### config.mk
export PLATFORM = sky130hd
export DESIGN_NAME = wdt_stop_ctrl
export DESIGN_NICKNAME = d
export VERILOG_FILES = /design/src/rtl/wdt_stop_pkg.sv /design/src/rtl/wake_sync.sv /design/src/rtl/wdt_counter.sv /design/src/rtl/stop_seq.sv /design/src/rtl/rst_qual.sv /design/src/rtl/wdt_stop_ctrl.sv
export SDC_FILE = /design/constraint.sdc
export NUM_CORES = 1
export LEC_CHECK = 0
export CAP_MARGIN = 20
export CORE_MARGIN = 5
export CORE_UTILIZATION = 60
export DETAILED_ROUTE_END_ITERATION = 12
export MAX_ROUTING_LAYER = met4
export PLACE_DENSITY = 0.81
export SYNTH_ARGS = -nofsm -noshare
export SYNTH_HDL_FRONTEND = slang
export SYNTH_SLANG_ARGS = --single-unit
### constraint.sdc
create_clock -name clk -period 5.28 [get_ports clk]
set_input_delay 0.528 -clock clk [delete_from_list [all_inputs] [get_ports clk]]
set_output_delay 0.528 -clock clk [all_outputs]
set_load 0.01 [all_outputs]
### src/rtl/wdt_stop_pkg.sv
package wdt_stop_pkg;

    typedef enum logic [1:0] {
        PS_RUN    = 2'd0,
        PS_STOP   = 2'd1,
        PS_SETTLE = 2'd2
    } pwr_state_e;

    typedef struct packed {
        logic osc_en;
        logic run_en;
        logic stop_act;
    } pwr_ctl_t;

    function automatic pwr_ctl_t ctl_of(pwr_state_e s);
        pwr_ctl_t c;
        case (s)
            PS_STOP:   c = '{osc_en: 1'b0, run_en: 1'b0, stop_act: 1'b1};
            PS_SETTLE: c = '{osc_en: 1'b1, run_en: 1'b0, stop_act: 1'b0};
            default:   c = '{osc_en: 1'b1, run_en: 1'b1, stop_act: 1'b0};
        endcase
        return c;
    endfunction

    function automatic int cnt_bits(int limit);
        return (limit < 2) ? 1 : $clog2(limit);
    endfunction

endpackage

### src/rtl/wake_sync.sv
module wake_sync #(
    parameter int                WIDTH  = 8,
    parameter logic [WIDTH-1:0]  ENABLE = '1
) (
    input  logic             clk,
    input  logic             rst,
    input  logic [WIDTH-1:0] wake_n,
    output logic             wake
);
    logic [WIDTH-1:0] s1_n, s2_n;
    logic [WIDTH-1:0] hit;

    always_ff @(posedge clk) begin
        if (rst) begin
            s1_n <= '1;
            s2_n <= '1;
        end else begin
            s1_n <= wake_n;
            s2_n <= s1_n;
        end
    end

    for (genvar i = 0; i < WIDTH; i++) begin : g_bit
        if (ENABLE[i]) begin : g_on
            assign hit[i] = ~s2_n[i];
        end else begin : g_off
            assign hit[i] = 1'b0;
        end
    end

    assign wake = |hit;

    // a line that stays high through both stages cannot raise wake
    a_r8_quiet_lines: assert property (@(posedge clk) disable iff (rst)
        (&wake_n && &s1_n && &s2_n) |=> !wake);
endmodule

### src/rtl/wdt_counter.sv
module wdt_counter
    import wdt_stop_pkg::*;
#(
    parameter int LIMIT = 8192
) (
    input  logic clk,
    input  logic rst,
    input  logic tick,
    input  logic clr,
    input  logic hold,
    output logic fire
);
    localparam int CW = cnt_bits(LIMIT);
    localparam logic [CW-1:0] LAST = CW'(LIMIT - 1);

    logic [CW-1:0] cnt;

    always_ff @(posedge clk) begin
        if (rst || hold) begin
            cnt  <= '0;
            fire <= 1'b0;
        end else if (clr) begin
            cnt <= '0;
            if (tick) fire <= 1'b0;
        end else if (tick) begin
            if (cnt == LAST) begin
                cnt  <= '0;
                fire <= 1'b1;
            end else begin
                cnt  <= cnt + 1'b1;
                fire <= 1'b0;
            end
        end
    end

    // the pulse lasts until the next instruction tick
    a_r2_pulse_holds: assert property (@(posedge clk) disable iff (rst)
        (fire && !tick && !hold) |=> fire);
    // clearing on a tick never fires
    a_r3_clear_no_fire: assert property (@(posedge clk) disable iff (rst)
        (clr && tick) |=> !fire);
    // no watchdog reset while the core is halted
    a_r9_hold_quiet: assert property (@(posedge clk) disable iff (rst)
        hold |=> !fire);
endmodule

### src/rtl/stop_seq.sv
module stop_seq
    import wdt_stop_pkg::*;
#(
    parameter int SETTLE_CLKS = 8192
) (
    input  logic     clk,
    input  logic     rst,
    input  logic     stop_req,
    input  logic     wake,
    output pwr_ctl_t ctl
);
    localparam int SW = cnt_bits(SETTLE_CLKS);
    localparam logic [SW-1:0] SLAST = SW'(SETTLE_CLKS - 1);

    pwr_state_e    state;
    logic [SW-1:0] settle_cnt;

    always_ff @(posedge clk) begin
        if (rst) begin
            state      <= PS_RUN;
            settle_cnt <= '0;
        end else begin
            case (state)
                PS_RUN: begin
                    settle_cnt <= '0;
                    if (stop_req && !wake) state <= PS_STOP;
                end
                PS_STOP: begin
                    settle_cnt <= '0;
                    if (wake) state <= PS_SETTLE;
                end
                PS_SETTLE: begin
                    if (settle_cnt == SLAST) begin
                        state      <= PS_RUN;
                        settle_cnt <= '0;
                    end else begin
                        settle_cnt <= settle_cnt + 1'b1;
                    end
                end
                default: state <= PS_RUN;
            endcase
        end
    end

    assign ctl = ctl_of(state);

    // a clean stop request halts the core
    a_r5_enter_stop: assert property (@(posedge clk) disable iff (rst)
        (state == PS_RUN && stop_req && !wake) |=> state == PS_STOP);
    // a pending wake cancels the request
    a_r6_stop_noop: assert property (@(posedge clk) disable iff (rst)
        (state == PS_RUN && stop_req && wake) |=> state == PS_RUN);
    // a wake in stop starts the settling phase
    a_r7_wake_settle: assert property (@(posedge clk) disable iff (rst)
        (state == PS_STOP && wake) |=> state == PS_SETTLE);
endmodule

### src/rtl/rst_qual.sv
module rst_qual
    import wdt_stop_pkg::*;
#(
    parameter int MIN_CLKS = 24
) (
    input  logic clk,
    input  logic rst,
    input  logic pin_n,
    output logic pin_rst
);
    localparam int QW = cnt_bits(MIN_CLKS);
    localparam logic [QW-1:0] QLAST = QW'(MIN_CLKS - 1);

    logic [QW-1:0] low_cnt;

    always_ff @(posedge clk) begin
        if (rst || pin_n) begin
            low_cnt <= '0;
            pin_rst <= 1'b0;
        end else if (low_cnt == QLAST) begin
            pin_rst <= 1'b1;
        end else begin
            low_cnt <= low_cnt + 1'b1;
        end
    end

    // a released pin ends the reset on the next edge
    a_r10_release: assert property (@(posedge clk) disable iff (rst)
        pin_n |=> !pin_rst);
endmodule

### src/rtl/wdt_stop_ctrl.sv
module wdt_stop_ctrl
    import wdt_stop_pkg::*;
#(
    parameter int                WDT_LIMIT    = 8192,
    parameter int                SETTLE_CLKS  = 8192,
    parameter int                PIN_MIN_CLKS = 24,
    parameter int                WAKE_W       = 8,
    parameter logic [WAKE_W-1:0] WAKE_EN      = '1,
    parameter bit                REM_CLR_EN   = 1'b1
) (
    input  logic              clk,
    input  logic              rst,
    input  logic              rst_pin_n,
    input  logic              cyc_tick,
    input  logic              wdt_clr,
    input  logic              rem_evt,
    input  logic              stop_req,
    input  logic [WAKE_W-1:0] wake_n,
    output logic              cpu_rst,
    output logic              osc_en,
    output logic              run_en,
    output logic              stop_act
);
    logic     pin_rst, core_rst, wake, wdt_fire, clr_any;
    pwr_ctl_t ctl;

    assign core_rst = rst | pin_rst;
    assign clr_any  = wdt_clr | (REM_CLR_EN & rem_evt);

    rst_qual #(.MIN_CLKS(PIN_MIN_CLKS)) u_qual (
        .clk(clk), .rst(rst), .pin_n(rst_pin_n), .pin_rst(pin_rst)
    );

    wake_sync #(.WIDTH(WAKE_W), .ENABLE(WAKE_EN)) u_wake (
        .clk(clk), .rst(core_rst), .wake_n(wake_n), .wake(wake)
    );

    stop_seq #(.SETTLE_CLKS(SETTLE_CLKS)) u_seq (
        .clk(clk), .rst(core_rst), .stop_req(stop_req), .wake(wake), .ctl(ctl)
    );

    wdt_counter #(.LIMIT(WDT_LIMIT)) u_wdt (
        .clk(clk), .rst(core_rst), .tick(cyc_tick), .clr(clr_any),
        .hold(!ctl.run_en), .fire(wdt_fire)
    );

    assign cpu_rst  = wdt_fire | pin_rst;
    assign osc_en   = ctl.osc_en;
    assign run_en   = ctl.run_en;
    assign stop_act = ctl.stop_act;

    // the core never runs without its oscillator
    a_r7_run_needs_osc: assert property (@(posedge clk) disable iff (rst)
        run_en |-> osc_en);
    // stop gates the oscillator
    a_r5_stop_gates_osc: assert property (@(posedge clk) disable iff (rst)
        stop_act |-> (!osc_en && !run_en));
endmodule

* Word level (Yosys, flattened, before mapping)
Index checks and enable logic that the tools add are counted.
** Word-level totals
- Word-level logic and storage cells :: 53
- Bits of input ports :: 15
- Register bits after elaboration :: 51
** Operators by class
- Bitwise operators :: 11
- Add/subtract/negate cells :: 3
- Reduce and logical (&&, ||, !) cells :: 11
- Equality and inequality tests :: 8
- Muxes and demuxes :: 12
** Operator list (count)
- 13-bit by 1-bit adder with 13-bit output (second input constant) :: 2
- 13-bit == test (second input constant) :: 2
- 13-bit 2-to-1 mux :: 2
- 13-bit case mux with 2 select lines :: 1
- 1-bit NOT :: 8
- 8-bit OR reduction :: 1
- 2-bit 2-to-1 mux :: 3
- 2-bit by 1-bit inequality test with 1-bit output (second input constant) :: 3
- 2-bit case mux with 3 select lines :: 1
- 3-bit case mux with 2 select lines :: 1
- 5-bit by 1-bit adder with 5-bit output (second input constant) :: 1
- 5-bit == test (second input constant) :: 1
- 1-bit 2-to-1 mux :: 4
- 2-bit OR reduction :: 2
- 1-bit OR :: 3
- 3-bit AND reduction :: 1
- 2-bit by 1-bit == test with 1-bit output (second input constant) :: 1
- 2-bit == test (second input constant) :: 1
- 1-bit logical NOT :: 2
- 2-bit logical NOT :: 1
- 1-bit logical OR :: 2
- 2-bit nonzero test :: 1
- 1-bit logical AND :: 1

* Depth between registers and ports, before layout
Gate-level depths: netlist of the first run.
- Depth in word-level cells :: 6
- Mapped depth :: 6
- Gate-level depth less buffers :: 6

* By module
Synthesis of the first run repeated with hierarchy kept, for this count alone.
** Second synthesis, totals
- Cell total of the unflattened synthesis :: 223
- Area, all modules :: 2182.1 um2
** Modules (own cells, without submodules)
- stop_seq :: area each 789.5 um2, cells an instance 87, instances 1, sequential area each 300.3 um2
- wdt_counter :: area each 656.9 um2, cells an instance 70, instances 1, sequential area each 280.3 um2
- wake_sync :: area each 450.4 um2, cells an instance 36, instances 1, sequential area each 320.3 um2
- rst_qual :: area each 262.8 um2, cells an instance 26, instances 1, sequential area each 120.1 um2
- wdt_stop_ctrl :: area each 22.5 um2, cells an instance 4, instances 1, sequential area each 0.0 um2

* Least setup slack after synthesis of the first run
OpenSTA, ideal clock, no wires.
- Path type :: register to register
- From :: register u_seq.state[0]
- To :: register u_wdt.cnt[3]
- Clock period less this slack :: 1.731 ns
- Library setup time :: 0.064 ns
- Setup slack :: 3.549 ns
- Data arrival time :: 1.667 ns
- Path buffers :: 1
- Cell stages (with the launch flop) :: 7
- Path through :: dfxtp_1 -> inv_1 -> ha_1 -> or4_4 -> a21o_1 -> buf_6 -> nor2_1
** On the way
- Word-level cells in the longest chain between the ends :: 5
- Elaborated cells between the ends (all ways) :: 6
** Ends and longest elaborated chain
- from (decl) :: line stop_seq.sv:15 : pwr_state_e state;
- from (signal assigned) :: line stop_seq.sv:20 : state <= PS_RUN;
- from (signal assigned) :: line stop_seq.sv:26 : if (stop_req && !wake) state <= PS_STOP;
- from (signal assigned) :: line stop_seq.sv:30 : if (wake) state <= PS_SETTLE;
- 2-bit == test or 2-bit by 1-bit == test with 1-bit output (tied branches) :: line wdt_stop_pkg.sv:17 : case (s)
- 3-bit case mux with 2 select lines (*) :: line wdt_stop_pkg.sv:17
- 1-bit logical NOT (*) :: line wdt_stop_ctrl.sv:44 : .hold(!ctl.run_en), .fire(wdt_fire)
- 1-bit logical OR (*) :: line wdt_counter.sv:19 : if (rst || hold) begin
- 2-bit OR reduction (no line) (*)
- to (signal assigned) :: line wdt_counter.sv:30 : cnt <= cnt + 1'b1;
- to (decl) :: line wdt_counter.sv:16 : logic [CW-1:0] cnt;
Every way passes the cells marked *; elsewhere a longest branch is shown, timed or not.
A chain may end at the register's enable or synchronous reset.

* Worst setup path in the final report of the first run
- From :: register u_seq.state[0]
- To :: output port run_en
** On the way
- Word-level cells in the longest chain between the ends :: 2
- Elaborated cells between the ends (all ways) :: 3
** Ends and longest elaborated chain
- 2-bit == test or 2-bit by 1-bit == test with 1-bit output (tied branches) :: line wdt_stop_pkg.sv:17
- 3-bit case mux with 2 select lines (*) :: line wdt_stop_pkg.sv:17
- to (decl) :: line wdt_stop_ctrl.sv:21 : output logic run_en,
Marked as above.

==> results of run 1 <==
[logic make-up (layout without fill, tap and decap cells)]
| group | Yosys count | after routing | share of synthesized area [%] |
|---|---|---|---|
| AO/OA/AOI/OAI | 13 | 13 | 5.17 |
| XOR/XNOR | 25 | 25 | 10.3 |
| AND/OR/NAND/NOR | 110 | 110 | 27.7 |
| flip-flops | 51 | 51 | 47.9 |
| multiplexers | 1 | 1 | 0.470 |
| buffers and inverters | 18 | 37 | 3.76 |
| adder cells (fa/ha/maj) | 8 | 8 | 4.70 |
[how the worst max path moves through the flow]
stage                                     start  slack (ns)                   endpoint
floorplan           u_seq.state[0]$_SDFFE_PP0P_        3.55  u_wdt.cnt[3]$_SDFFE_PP0P_
global placement                            rst        2.81  u_wdt.cnt[2]$_SDFFE_PP0P_
detailed placement                          rst        2.76  u_wdt.cnt[7]$_SDFFE_PP0P_
CTS                 u_seq.state[0]$_SDFFE_PP0P_        2.88                     run_en
global route        u_seq.state[0]$_SDFFE_PP0P_        2.79                     run_en
finish              u_seq.state[0]$_SDFFE_PP0P_        2.89                     run_en
[critical path, cell delays in order, from the launching register on]
cell and delay (ns):
dfxtp_1 0.44, inv_1 0.10, ha_1 0.32, inv_1 0.08
clkdlybuf4s50_1 0.54
[cell type report]
cell class | count | area [µm²] | area share [%]
clock buffer | 7 | 55.1 | 2.30
multi-input combinational | 157 | 1030 | 43.0
clock inverter | 1 | 8.76 | 0.366
inverter | 11 | 41.3 | 1.73
tap | 46 | 57.6 | 2.41
sequential | 51 | 1020 | 42.7
timing repair buffer | 18 | 180 | 7.53
[flip-flops by register name, summed over array words and instances, names as in the netlist]
| register | cells |
|---|---|
| u_wake.s2_n | 8 |
| u_wdt.cnt | 13 |
| u_seq.state | 2 |
| u_qual.pin_rst | 1 |
| u_qual.low_cnt | 5 |
| u_wdt.fire | 1 |
| u_seq.settle_cnt | 13 |
| u_wake.s1_n | 8 |
[power by group through the flow]
stage / Combinational [mW] / Clock (mW) / Sequential [mW]
floorplan: 0.0442 / 0 / 0.408
global placement: 0.0689 / 0 / 0.409
detailed placement: 0.0703 / 0 / 0.409
CTS: 0.0710 / 0.189 / 0.401
global route: 0.0781 / 0.208 / 0.402
finish: 0.0704 / 0.183 / 0.400
[layout by cell type, fill, tap and decap left out, types with 4 or more instances in the layout]
| master | netlist | final |
|---|---|---|
| nor3_1 | 7 | 7 |
| xor2_1 | 14 | 14 |
| clkdlybuf4s50_1 | 0 | 18 |
| ha_1 | 8 | 8 |
| and3_1 | 4 | 4 |
| or3_1 | 9 | 9 |
| nand2_1 | 12 | 12 |
| nand4_1 | 8 | 8 |
| nor2_1 | 32 | 32 |
| nand3_1 | 13 | 13 |
| or3_2 | 7 | 7 |
| inv_1 | 11 | 11 |
| clkbuf_4 | 0 | 5 |
| xnor2_1 | 11 | 11 |
| dfxtp_1 | 51 | 51 |
[per-layer routing]
layer,vias up,share of wire (%)
met5,-,0
met4,0,2.5
met3,7,3.3
met2,23,48
met1,692,47
li1,805,-
[metrics by stage]
step                cells  cell area (µm²)  setup WS [ns]  util, %  total power [mW]
global route          291             2390           2.79     70.6             0.688
finish                291             2390           2.89     70.6             0.653
floorplan             226             2130           3.55        -             0.452
global placement      283             2330           2.81     68.7             0.478
CTS                   291             2390           2.88     70.6             0.660
detailed placement    283             2330           2.76     68.7             0.479
==> flow_metrics.py, run 1 <==
metrics = {
    "place": {
        "dp_hpwl_um": 2470,
        "io_buffers": 18,
        "gp_congestion": 0.833,
    },
    "critical_path": {
        "startpoint_type": "flop",
        "reg2reg_setup_slack_ns": 3.36,
        "endpoint_kind": "primary output",
        "cp.required_ns": 4.75,
        "crit_arrival_ns": 1.86,
        "r2r_cells": 5,
        "r2r-start": "u_seq.state[0]$_SDFFE_PP0P_",
        "path_class": "reg -> out",
        "cp_max_fo": 5,
        "reg2reg_to": "u_wdt.cnt[7]$_SDFFE_PP0P_",
    },
    "synthesis": {
        "ys_types": 40,
        "synth-async-reset-ratio_pct": 0,
        "synthesis.instances": 226,
        "synth_area_leaders": "dfxtp_1 48%, xor2_1 5.8%, nor2_1 5.6%, ha_1 4.7%, xnor2_1 4.5%",
        "netlist.top_cell.by_area": "dfxtp_1",
        "postSynthAreaPerCell_um2": 9.42,
        "synth_most_common_cell": "dfxtp_1",
        "synth_seq_area_share_pct": 47.9,
        "ys_ff_latch": 51,
        "yosysWarnings": 0,
        "synth.net_count": 249,
        "synth-edff-count": 0,
        "synth_commonest_cells": "51 x dfxtp_1, 32 x nor2_1, 14 x xor2_1",
        "synth_top_area_share_pct": 47.9,
        "ys.flop_type": "dfxtp_1",
        "syn_area_um2": 2130,
    },
    "clock_tree": {
        "root_buffer": "clkbuf_4",
        "postCtsSetupBuffers": 0,
        "cts_hold_repair.buffers": 0,
        "clkTransAtPathRegs_ns": 0.14,
        "clock_sinks": 51,
        "post_cts_resized": 0,
        "clockBufferDepth": 2,
        "cts_max_level": 2,
        "clk_latency_ns": 0.37,
        "cts_tree": "yes",
        "cts_buffers": 5,
    },
    "route": {
        "vias": 1527,
        "wirelength_um": 3420,
        "vias_per_cell": 5.25,
        "antenna_left": 0,
        "drt_iter0_markers": 109,
        "wl_per_cell_um": 11.8,
        "firstDrtPassIters": 4,
        "drc_errors": 0,
    },
    "timing": {
        "grt_setup_unrepaired": "false",
        "period_minus_slack_ns": 2.39,
        "hold_violations": 0,
        "setup_violations": 0,
        "max_slew_margin_pct": 66.7,
        "clock_skew_ns": 0.0104,
        "clock.fmax_ghz": 0.419,
        "period_share_pct": 45.2,
        "worst_hold_slack_ns": 0.420,
        "worst_pin_slew_ns": 0.499,
        "fin_setup_tns_ns": 0,
        "slew_viol_final": 0,
    },
    "pwr": {
        "p_int_uw": 499,
        "seq_power_share_pct": 61.3,
        "p_per_area_nw_per_um2": 273,
        "p_sw_share_pct": 23.7,
        "clkPwrFrac_pct": 27.9,
        "pwr-share-comb_pct": 10.8,
        "ir_drop_v": 0.000186,
        "p_sw_uw": 155,
        "power_leakage_nw": 0.850,
    },
    "floorplan": {
        "ios": 19,
        "core-area_um2": 3390,
        "rows": 21,
        "dieArea_um2": 4840,
        "initial_core_util_pct": 62.8,
        "die_h_um": 69.6,
        "die-width_um": 69.6,
    },
    "layout": {
        "diodes": 0,
        "fill_cells": 286,
        "drive_gt1_share_pct": 9.39,
        "area_growth_pct": 12.3,
        "nets": 267,
    },
    "global_routing": {
        "met3_usage_pct": 3.62,
        "grt-busiest-layer": "met2",
        "track_usage_pct": 15.7,
        "grt_pass1_wl_um": 6000,
        "antenna_found_initial": 0,
        "grt_util_met1_pct": 17.8,
        "grt_overflow": 0,
        "use_met2_pct": 24.7,
        "grt_pass1_vias": 1423,
        "grt_max_degree": 21,
    },
    "job": {
        "maxCapViolations": 0,
    },
    "min_path": {
        "worstHoldPathCells": 1,
        "worst_hold_path.endpoint": "u_wake.s2_n[4]$_SDFF_PP1_",
        "worstHoldPathType": "reg -> reg",
        "worstHoldStart": "u_wake.s1_n[4]$_SDFF_PP1_",
    },
    "outcome": {
        "status": "finished clean",
    },
}
Power figures use the tool's default switching activity.
==> run 2: changes to the inputs <==
Settings changed: CORE_UTILIZATION 60 to 51, PLACE_DENSITY 0.81 to 0.73.
Clock period 5.28 ns to 2 ns, I/O delays scaled along.
==> run 2 against run 1 <==
Sequential power grew to 2.7 times the previous value; global-route usage shrank 1.8 points; critical path depth is the same; via count shrank 0.26%; highest routed layer unchanged; design area grew 3.2%; combinational power grew to 2.7 times the previous value; sequential share of layout area shrank 1.3 points.
==> flow_metrics.py, run 2 (same netlist as run 1, synthesis figures left out) <==
metrics = {
    "pwr": {
        "clkPwrFrac_pct": 33.9,
        "p_sw_uw": 426,
        "p_int_mw": 1.46,
        "p_per_area_nw_per_um2": 763,
        "ir_drop_v": 0.000491,
        "power_leakage_nw": 0.887,
        "pwr-share-comb_pct": 10.0,
        "seq_power_share_pct": 56.1,
        "p_sw_share_pct": 22.6,
    },
    "route": {
        "wirelength_um": 3350,
        "met2WireLength_um": 1440,
        "wl_per_cell_um": 11.2,
        "antenna_left": 0,
        "firstDrtPassIters": 4,
        "wl_met1_um": 1670,
        "top_layer": "met4",
        "vias_per_cell": 5.09,
        "drc_errors": 0,
        "wl_met3_um": 141,
        "vias": 1523,
        "drt_iter0_markers": 83,
    },
    "outcome": {
        "status": "finished clean",
    },
    "timing": {
        "clock_skew_ns": 0.00444,
        "clock.fmax_ghz": 0.530,
        "setup_violations": 0,
        "max_slew_margin_pct": 73.3,
        "hold_violations": 0,
        "grt_setup_unrepaired": "false",
        "period_minus_slack_ns": 1.89,
        "fin_setup_tns_ns": 0,
        "period_share_pct": 94.3,
        "slew_viol_final": 0,
        "worst_pin_slew_ns": 0.396,
    },
    "layout": {
        "diodes": 0,
        "area_growth_pct": 15.9,
        "final_common_cell": "dfxtp_1",
        "reg_top3": "u_seq.settle_cnt x13, u_wdt.cnt x13",
        "drive_gt1_share_pct": 11.6,
        "layout.cells.non_filler": 299,
        "nets": 271,
        "layout_common_cells": "50 x dfxtp_1, 32 x nor2_1, 18 x clkdlybuf4s50_1",
    },
    "clock_tree": {
        "clockBufferDepth": 2,
        "cts_tree": "yes",
        "cts_max_level": 2,
        "post_cts_resized": 0,
        "cts_hold_repair.buffers": 0,
        "clk_latency_ns": 0.30,
        "postCtsSetupBuffers": 0,
        "clock_sinks": 51,
        "clkTransAtPathRegs_ns": 0.09,
        "root_buffer": "clkbuf_8",
        "cts_buffers": 5,
    },
    "critical_path": {
        "cpPeakStageDelay_ns": 0.53,
        "cpLargestDelayFamily": "buffers and inverters",
        "startpoint_type": "flop",
        "path_cells": "inv_1, ha_1, inv_1, clkdlybuf4s50_1",
        "crit_path_top_delay_cell": "clkdlybuf4s50_1",
        "crit_top_cell": "inv_1",
        "cp.required_ns": 1.80,
        "crit_buf_inv": 3,
        "endpoint_kind": "primary output",
        "cp_max_fo": 4,
        "crit_arrival_ns": 1.69,
        "path_class": "reg -> out",
    },
    "place": {
        "dpl.cell_count": 291,
        "io_buffers": 18,
        "dp_hpwl_um": 2440,
        "gp_congestion": 0.787,
    },
    "job": {
        "maxCapViolations": 0,
    },
    "floorplan": {
        "initial_core_util_pct": 52.9,
        "ios": 19,
        "die-width_um": 74.6,
        "rows": 23,
        "dieArea_um2": 5570,
        "core-area_um2": 4030,
        "die_h_um": 74.6,
    },
    "global_routing": {
        "grt_overflow": 0,
        "antenna_found_initial": 0,
        "track_usage_pct": 13.9,
        "grt_pass1_vias": 1392,
        "grt_max_degree": 20,
        "grt_pass1_wl_um": 5840,
    },
    "min_path": {
        "worstHoldPathType": "reg -> reg",
    },
}
## run 2: worst paths after layout
path | from | end | slack [ns] | cells past startpoint
worst max-delay path | u_seq.state[1]$_SDFFE_PP0P_ | run_en | 0.11 | 4
worst min-delay path | u_wake.s1_n[6]$_SDFF_PP1_ | u_wake.s2_n[6]$_SDFF_PP1_ | 0.41 | 1
worst max register to register | u_seq.state[1]$_SDFFE_PP0P_ | u_wdt.cnt[2]$_SDFFE_PP0P_ | 0.16 | 5
worst min register to register | u_wake.s1_n[6]$_SDFF_PP1_ | u_wake.s2_n[6]$_SDFF_PP1_ | 0.41 | 1
## run 2: per-stage QoR
| step | hold WS [ns] | worst slack, ns | util [%] | power, mW | cell area, µm² |
|---|---|---|---|---|---|
| 6_report | 0.410 | 0.114 | 61.3 | 1.88 | 2470 |
| 5_1_grt | 0.426 | 0.0144 | 61.3 | 1.97 | 2470 |
| 4_1_cts | 0.410 | 0.0481 | 61.2 | 1.91 | 2470 |
| 3_5_place_dp | 0.388 | 0.0797 | 58.7 | 1.27 | 2360 |
| 3_3_place_gp | 0.388 | 0.164 | 58.7 | 1.27 | 2360 |
| 2_1_floorplan | 0.299 | 0.269 | - | 1.19 | 2130 |
## run 2: layout make-up
cell class	instances	area (µm²)
sequential	51	1020
tap	50	62.6
timing repair buffer	22	210
clock inverter	1	7.51
clock buffer	7	96.3
multi-input combinational	157	1030
inverter	11	41.3
fill	350	1560
## run 2: routing by layer
| metal | up-vias | GRT usage [%] |
|---|---|---|
| li1 | 810 | - |
| met1 | 678 | 17.6 |
| met2 | 25 | 20.4 |
| met3 | 10 | 3.60 |
| met4 | 0 | 7.11 |
| met5 | - | - |
## run 2: power groups by stage
stage          Sequential (mW)  Combinational, mW  Clock (mW)
4_1_cts                   1.06              0.191       0.663
6_report                  1.06              0.189       0.638
5_1_grt                   1.06              0.211       0.703
2_1_floorplan             1.08              0.117           0
3_5_place_dp              1.08              0.191           0
3_3_place_gp              1.08              0.187           0
==> run 3: changes to the inputs <==
Settings changed: CELL_PAD_IN_SITES_DETAIL_PLACEMENT set to 2, CELL_PAD_IN_SITES_GLOBAL_PLACEMENT set to 2, CORE_UTILIZATION 51 to 32, PLACE_DENSITY 0.73 to 0.72.
==> run 3 against run 2 <==
Global-route usage shrank 2.0 points; wire length grew 34%; critical path depth is the same; first-iteration DRC count shrank 55%; critical path type unchanged; critical endpoint unchanged; highest routed layer unchanged.
==> flow_metrics.py, run 3 (same netlist as run 1, synthesis figures left out) <==
metrics = {
    "global_routing": {
        "grt_overflow": 0,
        "grt_pass1_vias": 1644,
        "track_usage_pct": 11.9,
        "grt_max_degree": 20,
        "grt_pass1_wl_um": 7710,
        "antenna_found_initial": 0,
    },
    "critical_path": {
        "crit_top_cell": "inv_1",
        "r2r_cells": 5,
        "startpoint_type": "flop",
        "crit_buf_inv": 3,
        "path_class": "reg -> out",
        "endpoint_kind": "primary output",
        "crit_path_top_delay_cell": "clkdlybuf4s50_1",
        "cpPeakStageDelay_ns": 0.53,
        "reg2reg_to": "u_wdt.cnt[9]$_SDFFE_PP0P_",
        "crit_start": "u_seq.state[0]$_SDFFE_PP0P_",
        "path_cells": "inv_1, ha_1, inv_1, clkdlybuf4s50_1",
        "reg2reg_setup_slack_ns": 0.16,
        "path_depth": 4,
        "cpLargestDelayFamily": "buffers and inverters",
        "cp-endpoint": "run_en",
        "crit_arrival_ns": 1.69,
        "cp_max_fo": 5,
        "cp.required_ns": 1.80,
        "r2r-start": "u_seq.state[0]$_SDFFE_PP0P_",
    },
    "pwr": {
        "p_sw_share_pct": 22.3,
        "p_int_mw": 1.52,
        "clkPwrFrac_pct": 35.4,
        "p_per_area_nw_per_um2": 770,
        "seq_power_share_pct": 54.2,
        "ir_drop_v": 0.000316,
        "power.total_mw": 1.95,
        "power_leakage_nw": 0.905,
        "p_sw_uw": 435,
        "pwr-share-comb_pct": 10.3,
    },
    "timing": {
        "worst_pin_slew_ns": 0.441,
        "fin_setup_tns_ns": 0,
        "hold_violations": 0,
        "setup_violations": 0,
        "worst_hold_slack_ns": 0.413,
        "clock.fmax_ghz": 0.530,
        "clock_skew_ns": 0.00619,
        "slew_viol_final": 0,
        "max_slew_margin_pct": 70.3,
        "post-route-worst-setup-slack_ns": 0.113,
        "grt_setup_unrepaired": "false",
        "period_share_pct": 94.3,
        "period_minus_slack_ns": 1.89,
    },
    "clock_tree": {
        "clockBufferDepth": 2,
        "clock_sinks": 51,
        "clkTransAtPathRegs_ns": 0.09,
        "cts_hold_repair.buffers": 0,
        "clk_latency_ns": 0.30,
        "cts_tree": "yes",
        "cts_max_level": 2,
        "cts_buffers": 5,
        "root_buffer": "clkbuf_8",
    },
    "route": {
        "wl_per_cell_um": 13.7,
        "vias": 1616,
        "drc_errors": 0,
        "wirelength_um": 4500,
        "firstDrtPassIters": 4,
        "antenna_left": 0,
        "drt_iter0_markers": 37,
        "vias_per_cell": 4.91,
    },
    "layout": {
        "diodes": 0,
        "drive_gt1_share_pct": 13.1,
        "utilization_pct": 39.5,
        "layout_common_cells": "49 x dfxtp_1, 32 x nor2_1, 18 x clkdlybuf4s50_1",
        "area_growth_pct": 19.0,
        "fin_area_um2": 2530,
        "layout.cells.non_filler": 329,
        "nets": 275,
        "reg_top3": "u_seq.settle_cnt x13, u_wdt.cnt x13",
        "fill_cells": 703,
        "final_common_cell": "dfxtp_1",
    },
    "floorplan": {
        "core-area_um2": 6420,
        "rows": 29,
        "die-width_um": 91.6,
        "initial_core_util_pct": 33.2,
        "dieArea_um2": 8390,
        "die_h_um": 91.6,
        "ios": 19,
    },
    "place": {
        "dp_hpwl_um": 3400,
        "dpl.cell_count": 322,
        "io_buffers": 18,
        "pre_cts_slack_ns": 0.0474,
        "placed_area_um2": 2430,
        "gp_congestion": 0.713,
    },
    "outcome": {
        "status": "finished clean",
    },
    "job": {
        "maxCapViolations": 0,
    },
    "min_path": {
        "worstHoldPathType": "reg -> reg",
    },
}
-- run 3: cell count changes in the layout (fill, tap and decap cells not counted), sizes merged --
cell,delta
buf,+4
bufinv,+1
clkbuf,-1
clkinvlp,-1
-- run 3: final cells by class --
class | count | area (µm²) | area share [%]
Clock inverter | 1 | 30.0 | 1.19
Tap cell | 77 | 96.3 | 3.80
Timing Repair Buffer | 26 | 240 | 9.48
Multi-Input combinational cell | 157 | 1030 | 40.6
Sequential cell | 51 | 1020 | 40.4
Clock buffer | 6 | 72.6 | 2.86
Inverter | 11 | 41.3 | 1.63
-- run 3: how the worst min path moves through the flow --
| stage | endpoint | start | slack, ns | cells past startpoint |
|---|---|---|---|---|
| final | u_wake.s2_n[7]$_SDFF_PP1_ | u_wake.s1_n[7]$_SDFF_PP1_ | 0.41 | 1 |
| after global routing | u_wake.s1_n[4]$_SDFF_PP1_ | wake_n[4] | 0.44 | 2 |
| after CTS | u_wake.s2_n[7]$_SDFF_PP1_ | u_wake.s1_n[7]$_SDFF_PP1_ | 0.42 | 1 |
| after detailed placement | u_wake.s2_n[7]$_SDFF_PP1_ | u_wake.s1_n[7]$_SDFF_PP1_ | 0.39 | 1 |
| after global placement | u_wake.s2_n[2]$_SDFF_PP1_ | u_wake.s1_n[2]$_SDFF_PP1_ | 0.39 | 1 |
| after floorplan | u_wake.s1_n[7]$_SDFF_PP1_ | wake_n[7] | 0.30 | 1 |
-- run 3: power by group through the flow --
stage	clock network, mW	registers, mW	logic, mW
finish	0.692	1.06	0.202
detailed placement	0	1.08	0.206
global placement	0	1.08	0.200
floorplan	0	1.08	0.117
CTS	0.735	1.06	0.207
global route	0.773	1.06	0.225
-- run 3: per-layer routing --
metal / track usage (%) / part of all wire, % / vias up
met5: - / 0 / -
met4: 4.52 / 1.6 / 0
met3: 2.98 / 3.1 / 8
met2: 18.7 / 49 / 18
met1: 14.6 / 47 / 777
li1: - / - / 813
-- run 3: worst register-to-register path: cells and delay by family (launching register included) --
kind | cells | cell delay (ns)
simple gates | 2 | 0.72
flops | 1 | 0.38
fa+ha+maj | 1 | 0.31
compound gates | 1 | 0.30
buf+inv | 1 | 0.07
-- run 3: timing repair --
item                       4_1_cts  5_1_grt
resized for setup                0        3
buffers inserted                 0        0
setup endpoints to repair        0        8
